<file path="config.mk">
export PLATFORM = sky130hd
export DESIGN_NAME = cell_drive_seq
export DESIGN_NICKNAME = d
export VERILOG_FILES = /design/src/rtl/chg_seq_pkg.sv /design/src/rtl/seq_phase_timer.sv /design/src/rtl/cell_ptr_ring.sv /design/src/rtl/weight_chain.sv /design/src/rtl/strobe_out.sv /design/src/rtl/cell_drive_seq.sv
export SDC_FILE = /design/constraint.sdc
export NUM_CORES = 1
export LEC_CHECK = 0
export BUFFER_PORTS_ARGS = -buffer_cell sky130_fd_sc_hd__buf_2
export CAP_MARGIN = 0
export CORE_MARGIN = 8
export CORE_UTILIZATION = 55
export DETAILED_ROUTE_END_ITERATION = 10
export PLACE_DENSITY = 0.75
export SLEW_MARGIN = 20
export SYNTH_ARGS = -nofsm -noshare
export SYNTH_HDL_FRONTEND = slang
export SYNTH_SLANG_ARGS = --single-unit
</file>
<file path="constraint.sdc">
create_clock -name clk -period 3.17 [get_ports clk]
set_input_delay 0.4755 -clock clk [delete_from_list [all_inputs] [get_ports clk]]
set_output_delay 0.4755 -clock clk [all_outputs]
set_load 0.02 [all_outputs]
</file>
<file path="src/rtl/chg_seq_pkg.sv">
package chg_seq_pkg;

  typedef enum logic [2:0] {
    PH_PULL  = 3'd0,
    PH_ARM   = 3'd1,
    PH_FLOAT = 3'd2,
    PH_PUSH  = 3'd3,
    PH_REST  = 3'd4,
    PH_LOAD  = 3'd5
  } seq_phase_e;

  typedef enum logic [1:0] {
    LVL_OFF  = 2'b00,
    LVL_MID  = 2'b01,
    LVL_READ = 2'b10
  } elec_lvl_e;

  function automatic int max3(input int a, input int b, input int c);
    int m;
    m = (a > b) ? a : b;
    return (m > c) ? m : c;
  endfunction

endpackage

</file>
<file path="src/rtl/seq_phase_timer.sv">
module seq_phase_timer
  import chg_seq_pkg::*;
#(
  parameter int PULSE_T  = 4,
  parameter int SETTLE_T = 2,
  parameter int FLOAT_T  = 6,
  parameter int CW       = 3
) (
  input  logic          clk,
  input  logic          rst,
  output seq_phase_e    phase_o,
  output logic [CW-1:0] cnt_o,
  output logic          last_o,
  output logic          cycle_end_o
);

  seq_phase_e    phase_q, phase_d;
  logic [CW-1:0] cnt_q;
  logic [CW-1:0] dur_m1;
  logic          last;

  always_comb begin
    case (phase_q)
      PH_PULL:  dur_m1 = CW'(PULSE_T - 1);
      PH_ARM:   dur_m1 = CW'(SETTLE_T - 1);
      PH_FLOAT: dur_m1 = CW'(FLOAT_T - 1);
      PH_PUSH:  dur_m1 = CW'(PULSE_T - 1);
      PH_REST:  dur_m1 = CW'(SETTLE_T - 1);
      PH_LOAD:  dur_m1 = CW'(PULSE_T - 1);
      default:  dur_m1 = '0;
    endcase
  end

  assign last = (cnt_q == dur_m1);

  always_comb begin
    case (phase_q)
      PH_PULL:  phase_d = PH_ARM;
      PH_ARM:   phase_d = PH_FLOAT;
      PH_FLOAT: phase_d = PH_PUSH;
      PH_PUSH:  phase_d = PH_REST;
      PH_REST:  phase_d = PH_LOAD;
      PH_LOAD:  phase_d = PH_PULL;
      default:  phase_d = PH_PULL;
    endcase
  end

  always_ff @(posedge clk) begin
    if (rst) begin
      phase_q <= PH_PULL;
      cnt_q   <= '0;
    end else if (last) begin
      phase_q <= phase_d;
      cnt_q   <= '0;
    end else begin
      cnt_q   <= cnt_q + 1'b1;
    end
  end

  assign phase_o     = phase_q;
  assign cnt_o       = cnt_q;
  assign last_o      = last;
  assign cycle_end_o = last && (phase_q == PH_LOAD);

endmodule

</file>
<file path="src/rtl/cell_ptr_ring.sv">
module cell_ptr_ring #(
  parameter int N = 8
) (
  input  logic         clk,
  input  logic         rst,
  input  logic         step_i,
  output logic [N-1:0] ptr_o
);

  logic [N-1:0] ptr_q;

  always_ff @(posedge clk) begin
    if (rst)
      ptr_q <= N'(1);
    else if (step_i)
      ptr_q <= {ptr_q[N-2:0], ptr_q[N-1]};
  end

  assign ptr_o = ptr_q;

endmodule

</file>
<file path="src/rtl/weight_chain.sv">
module weight_chain #(
  parameter int N = 8
) (
  input  logic         clk,
  input  logic         rst,
  input  logic         step_i,
  input  logic         din_i,
  output logic [N-1:0] wgt_o
);

  logic [N-1:0] wgt_q;

  always_ff @(posedge clk) begin
    if (rst)
      wgt_q <= '0;
    else if (step_i)
      wgt_q <= {wgt_q[N-2:0], din_i};
  end

  assign wgt_o = wgt_q;

endmodule

</file>
<file path="src/rtl/strobe_out.sv">
module strobe_out
  import chg_seq_pkg::*;
#(
  parameter int N       = 8,
  parameter int PULSE_T = 4,
  parameter int CW      = 3
) (
  input  logic          clk,
  input  logic          rst,
  input  seq_phase_e    phase_i,
  input  logic [CW-1:0] cnt_i,
  input  logic          last_i,
  input  logic [N-1:0]  ptr_i,
  input  logic [N-1:0]  wgt_i,
  input  logic          upd_arm_i,
  output logic [N-1:0]  ig_o,
  output logic [N-1:0]  tg_o,
  output logic [1:0]    ph1_o,
  output logic          ph2_o,
  output logic          sw_on_o,
  output logic          sense_o
);

  localparam logic [CW-1:0] P2_LIM = CW'(PULSE_T);

  logic [N-1:0] ig_d, tg_d;
  logic         in_pull, in_float, in_push, in_load, p2_win;
  elec_lvl_e    ph1_d;

  assign in_pull  = (phase_i == PH_PULL);
  assign in_float = (phase_i == PH_FLOAT);
  assign in_push  = (phase_i == PH_PUSH);
  assign in_load  = (phase_i == PH_LOAD);
  assign p2_win   = in_float && (cnt_i < P2_LIM);

  for (genvar i = 0; i < N; i++) begin : g_cell
    assign tg_d[i] = in_pull || (p2_win && wgt_i[i]) || (in_push && !wgt_i[i]);
    assign ig_d[i] = in_load && upd_arm_i && ptr_i[i];
  end

  always_comb begin
    case (phase_i)
      PH_ARM, PH_FLOAT, PH_PUSH: ph1_d = LVL_READ;
      default:                   ph1_d = LVL_MID;
    endcase
  end

  always_ff @(posedge clk) begin
    if (rst) begin
      ig_o    <= '0;
      tg_o    <= '0;
      ph1_o   <= LVL_MID;
      ph2_o   <= 1'b0;
      sw_on_o <= 1'b1;
      sense_o <= 1'b0;
    end else begin
      ig_o    <= ig_d;
      tg_o    <= tg_d;
      ph1_o   <= ph1_d;
      ph2_o   <= in_pull || (phase_i == PH_ARM) || in_float;
      sw_on_o <= !in_float;
      sense_o <= in_float && last_i;
    end
  end

endmodule

</file>
<file path="src/rtl/cell_drive_seq.sv">
module cell_drive_seq
  import chg_seq_pkg::*;
#(
  parameter int N_CELLS  = 8,
  parameter int PULSE_T  = 4,
  parameter int SETTLE_T = 2,
  parameter int FLOAT_T  = 6
) (
  input  logic               clk,
  input  logic               rst,
  input  logic               wbit_i,
  input  logic               upd_i,
  output logic [N_CELLS-1:0] ig_o,
  output logic [N_CELLS-1:0] tg_o,
  output logic [1:0]         ph1_o,
  output logic               ph2_o,
  output logic               sw_on_o,
  output logic               sense_o
);

  localparam int MAX_T = max3(PULSE_T, SETTLE_T, FLOAT_T);
  localparam int CW    = $clog2(MAX_T + 1);

  seq_phase_e         phase;
  logic [CW-1:0]      cnt;
  logic               last, cycle_end;
  logic [N_CELLS-1:0] ptr, wgt;
  logic               upd_arm_q;

  seq_phase_timer #(
    .PULSE_T(PULSE_T), .SETTLE_T(SETTLE_T), .FLOAT_T(FLOAT_T), .CW(CW)
  ) u_timer (
    .clk(clk), .rst(rst), .phase_o(phase), .cnt_o(cnt),
    .last_o(last), .cycle_end_o(cycle_end)
  );

  cell_ptr_ring #(.N(N_CELLS)) u_ptr (
    .clk(clk), .rst(rst), .step_i(cycle_end), .ptr_o(ptr)
  );

  weight_chain #(.N(N_CELLS)) u_wgt (
    .clk(clk), .rst(rst), .step_i(cycle_end), .din_i(wbit_i), .wgt_o(wgt)
  );

  always_ff @(posedge clk) begin
    if (rst)
      upd_arm_q <= 1'b0;
    else if (last && (phase == PH_REST))
      upd_arm_q <= upd_i;
  end

  strobe_out #(.N(N_CELLS), .PULSE_T(PULSE_T), .CW(CW)) u_out (
    .clk(clk), .rst(rst), .phase_i(phase), .cnt_i(cnt), .last_i(last),
    .ptr_i(ptr), .wgt_i(wgt), .upd_arm_i(upd_arm_q),
    .ig_o(ig_o), .tg_o(tg_o), .ph1_o(ph1_o), .ph2_o(ph2_o),
    .sw_on_o(sw_on_o), .sense_o(sense_o)
  );

endmodule

</file>
==> run summary <==
Top cell type's share of synthesized area - 52.7%
Antenna violations before repair - 0
Post-synth top cells - dfxtp_1 (44), nand2_1 (44), a21oi_1 (26)
Pwr per Cell Area - 545 nW/um^2
Row cnt - 20
Ys flop type - dfxtp_1
Clock Latency Late Sink - 0.37 ns
Ports - 25
Critical-path maximum fanout - 24
Slew HR - 54.3%
# clock sinks - 44
Maximum clock rate - 412 MHz
Dpl cells - 235
Post-route cell area - 1830 um^2
Synth Instances - 192
Tmin final - 2.43 ns
Data arrival, critical path - 2.71 ns
Die Height - 71.1 um
Worst setup margin - 0.741 ns
FFs w/ async S/R, synth - 0%
Post-DP HPWL - 2170 um
Setup bufs post-CTS - 0
Syn Nets - 198
Post-Place Cell Area - 1770 um^2
CTS tree - built
Overall die width - 71.1 um
Port-buffer cells - 24
MaxCap Viol Count - 0
WL per Instance - 13.1 um
Final setup skew - 0.00622 ns
Final Hold Vio Count - 0
Final std cells w/o fill - 243
Status - finished, final reports clean
Ant. Diodes - 0
Met3 Usage GRT - 4.66%
Synthesized cell area - 1670 um^2
Cts hold-fix bufs - 0
CP startpoint kind - flip-flop
EDFF count, synth - 0
Met2 Usage GRT - 22.3%
Vias in the first global route - 1,250
Nets - 215
Period utilization - 76.6%
GR peak layer - met2
Clock transition at path regs - 0.13 ns
Global placement routability congestion - 0.775
Total track usage - 13.2%
Number of nets with antenna violations after routing - 0
Multi-input logic area - 716 um^2
Filler cell count - 269
Total Neg Setup Slack - 0 ns
Synth warnings - 0
Hold Path Class - in -> reg
Cts bufs inserted - 5
RSZ-0062 raised after global routing - no
Top cells by area, synth - dfxtp_1 (53%), nand2_1 (9.9%), a21oi_1 (7.8%), o21bai_1 (3.6%), and2_1 (3.4%)
HP Start - wbit_i
Worst Setup End Kind - flip-flop
Distinct cells, synth - 35
Initial Util - 56.1%
DRC viols - 0
Fraction of layout cells with a size suffix above 1 - 17.1%
CTS resizes - 0
Vias per Instance - 5.46
Reg area - 881 um^2
Pre-antenna DRT Iters - 4
R2R Path Start - u_timer.phase_o[2]
Initial DRC count - 64
Placement Setup Slack - 0.783 ns
Total gr overflow - 0
Synth area leader - dfxtp_1
Met1 Track Usage GR - 13.7%
Leakage power - 0.000724 uW
Worst Setup SP - u_timer.phase_o[2]
Area growth from synthesis to layout - 9.36%
Largest net degree at the start of global routing - 38
Die area - 5060 um^2
Final Power - 995 uW
Worst setup path class - reg -> reg
Root Buffer - clkbuf_4
Via count - 1,327
Core outline area - 2980 um^2
VDD IR max - 0.000270 V
Max Buffers Root-to-Sink - 2
Final wirelength - 3200 um
Fin. max-slew vios - 0
First-pass GRT wire length - 5340 um
Final setup vio count - 0
CP Data Required Time - 3.45 ns
Worst-margin pin slew - 0.685 ns
Register bit total from synthesis - 44
Mean Syn Cell Area - 8.70 um^2
Seq/Total Area, Yosys - 52.7%
H-tree Lvls - 2
metal layers:
metal	vias up	routed length (um)
met3	7	147
met4	0	65
met2	37	1600
met5	-	0
met1	615	1390
li1	668	-
kinds of logic after synthesis:
kind of cell,count (synthesis),share of synthesized area (%)
buffers and inverters,16,4.42
adders and majority gates,2,1.50
muxes,1,0.599
and+or+nand+nor,86,24.6
AOI/OAI and AO/OA,40,14.5
xor gates and xnor gates,3,1.57
DFF,44,52.7
where the power goes:
group / internal, uW / switching [uW] / total [uW]
clock network: 87.3 / 189 / 277
registers: 579 / 17.2 / 597
logic: 46.7 / 75.5 / 122
critical path, stage by stage, from the launching register on:
cell,delay (ns)
dfxtp_1,0.79
nor3b_1,0.12
ha_1,0.32
and2_1,0.18
or3b_1,0.48
and2_4,0.22
o32ai_1,0.25
state kept, by name, summed over array words and instances (netlist names):
| name | cells |
|---|---|
| u_out.ig_o | 8 |
| u_out.ph1_o | 2 |
| u_out.ph2_o | 1 |
| u_out.sense_o | 1 |
| u_out.sw_on_o | 1 |
| u_out.tg_o | 8 |
| u_ptr.ptr_o | 8 |
| u_timer.cnt_o | 3 |
| u_timer.phase_o | 3 |
| u_wgt.wgt_o | 8 |
| upd_arm_q | 1 |
through the flow:
| stage | hold WS (ns) | utilization (%) |
|---|---|---|
| floorplan | 0.440 | - |
| CTS | 0.321 | 61.3 |
| detailed placement | 0.463 | 59.3 |
| global route | 0.345 | 61.3 |
| global placement | 0.452 | 59.3 |
| finish | 0.335 | 61.3 |
path summary, 6_finish.rpt:
| path | endpoint | slack (ns) | cells after the start |
|---|---|---|---|
| max | u_timer.phase_o[1] | 0.74 | 6 |
| min | u_wgt.wgt_o[0] | 0.34 | 3 |
| max reg2reg | u_timer.phase_o[1] | 0.74 | 6 |
| min reg2reg | u_ptr.ptr_o[4] | 0.48 | 2 |
area by class of cell:
| class | count | area share, % |
|---|---|---|
| flip-flops and latches | 44 | 48.2 |
| multi-input cells | 132 | 39.2 |
| repair buffers | 24 | 6.58 |
| well taps | 33 | 2.26 |
| clock buffers | 5 | 2.05 |
| clock inverters | 3 | 1.30 |
| inverters | 2 | 0.411 |
layout by cell type, fill, tap and decap left out, drive strengths merged, types with 2 or more instances in the layout:
cell type,netlist,layout
and2,10,10
nor3,2,2
a21oi,27,27
o32ai,2,2
buf,6,24
nand2b,5,5
nor3b,2,2
xnor2,2,2
inv,2,2
o21bai,8,8
clkbuf,8,5
clkinvlp,0,2
nor2,13,13
nand2,44,44
ha,2,2
dfxtp,44,44
(Power assumes the default switching activity.)
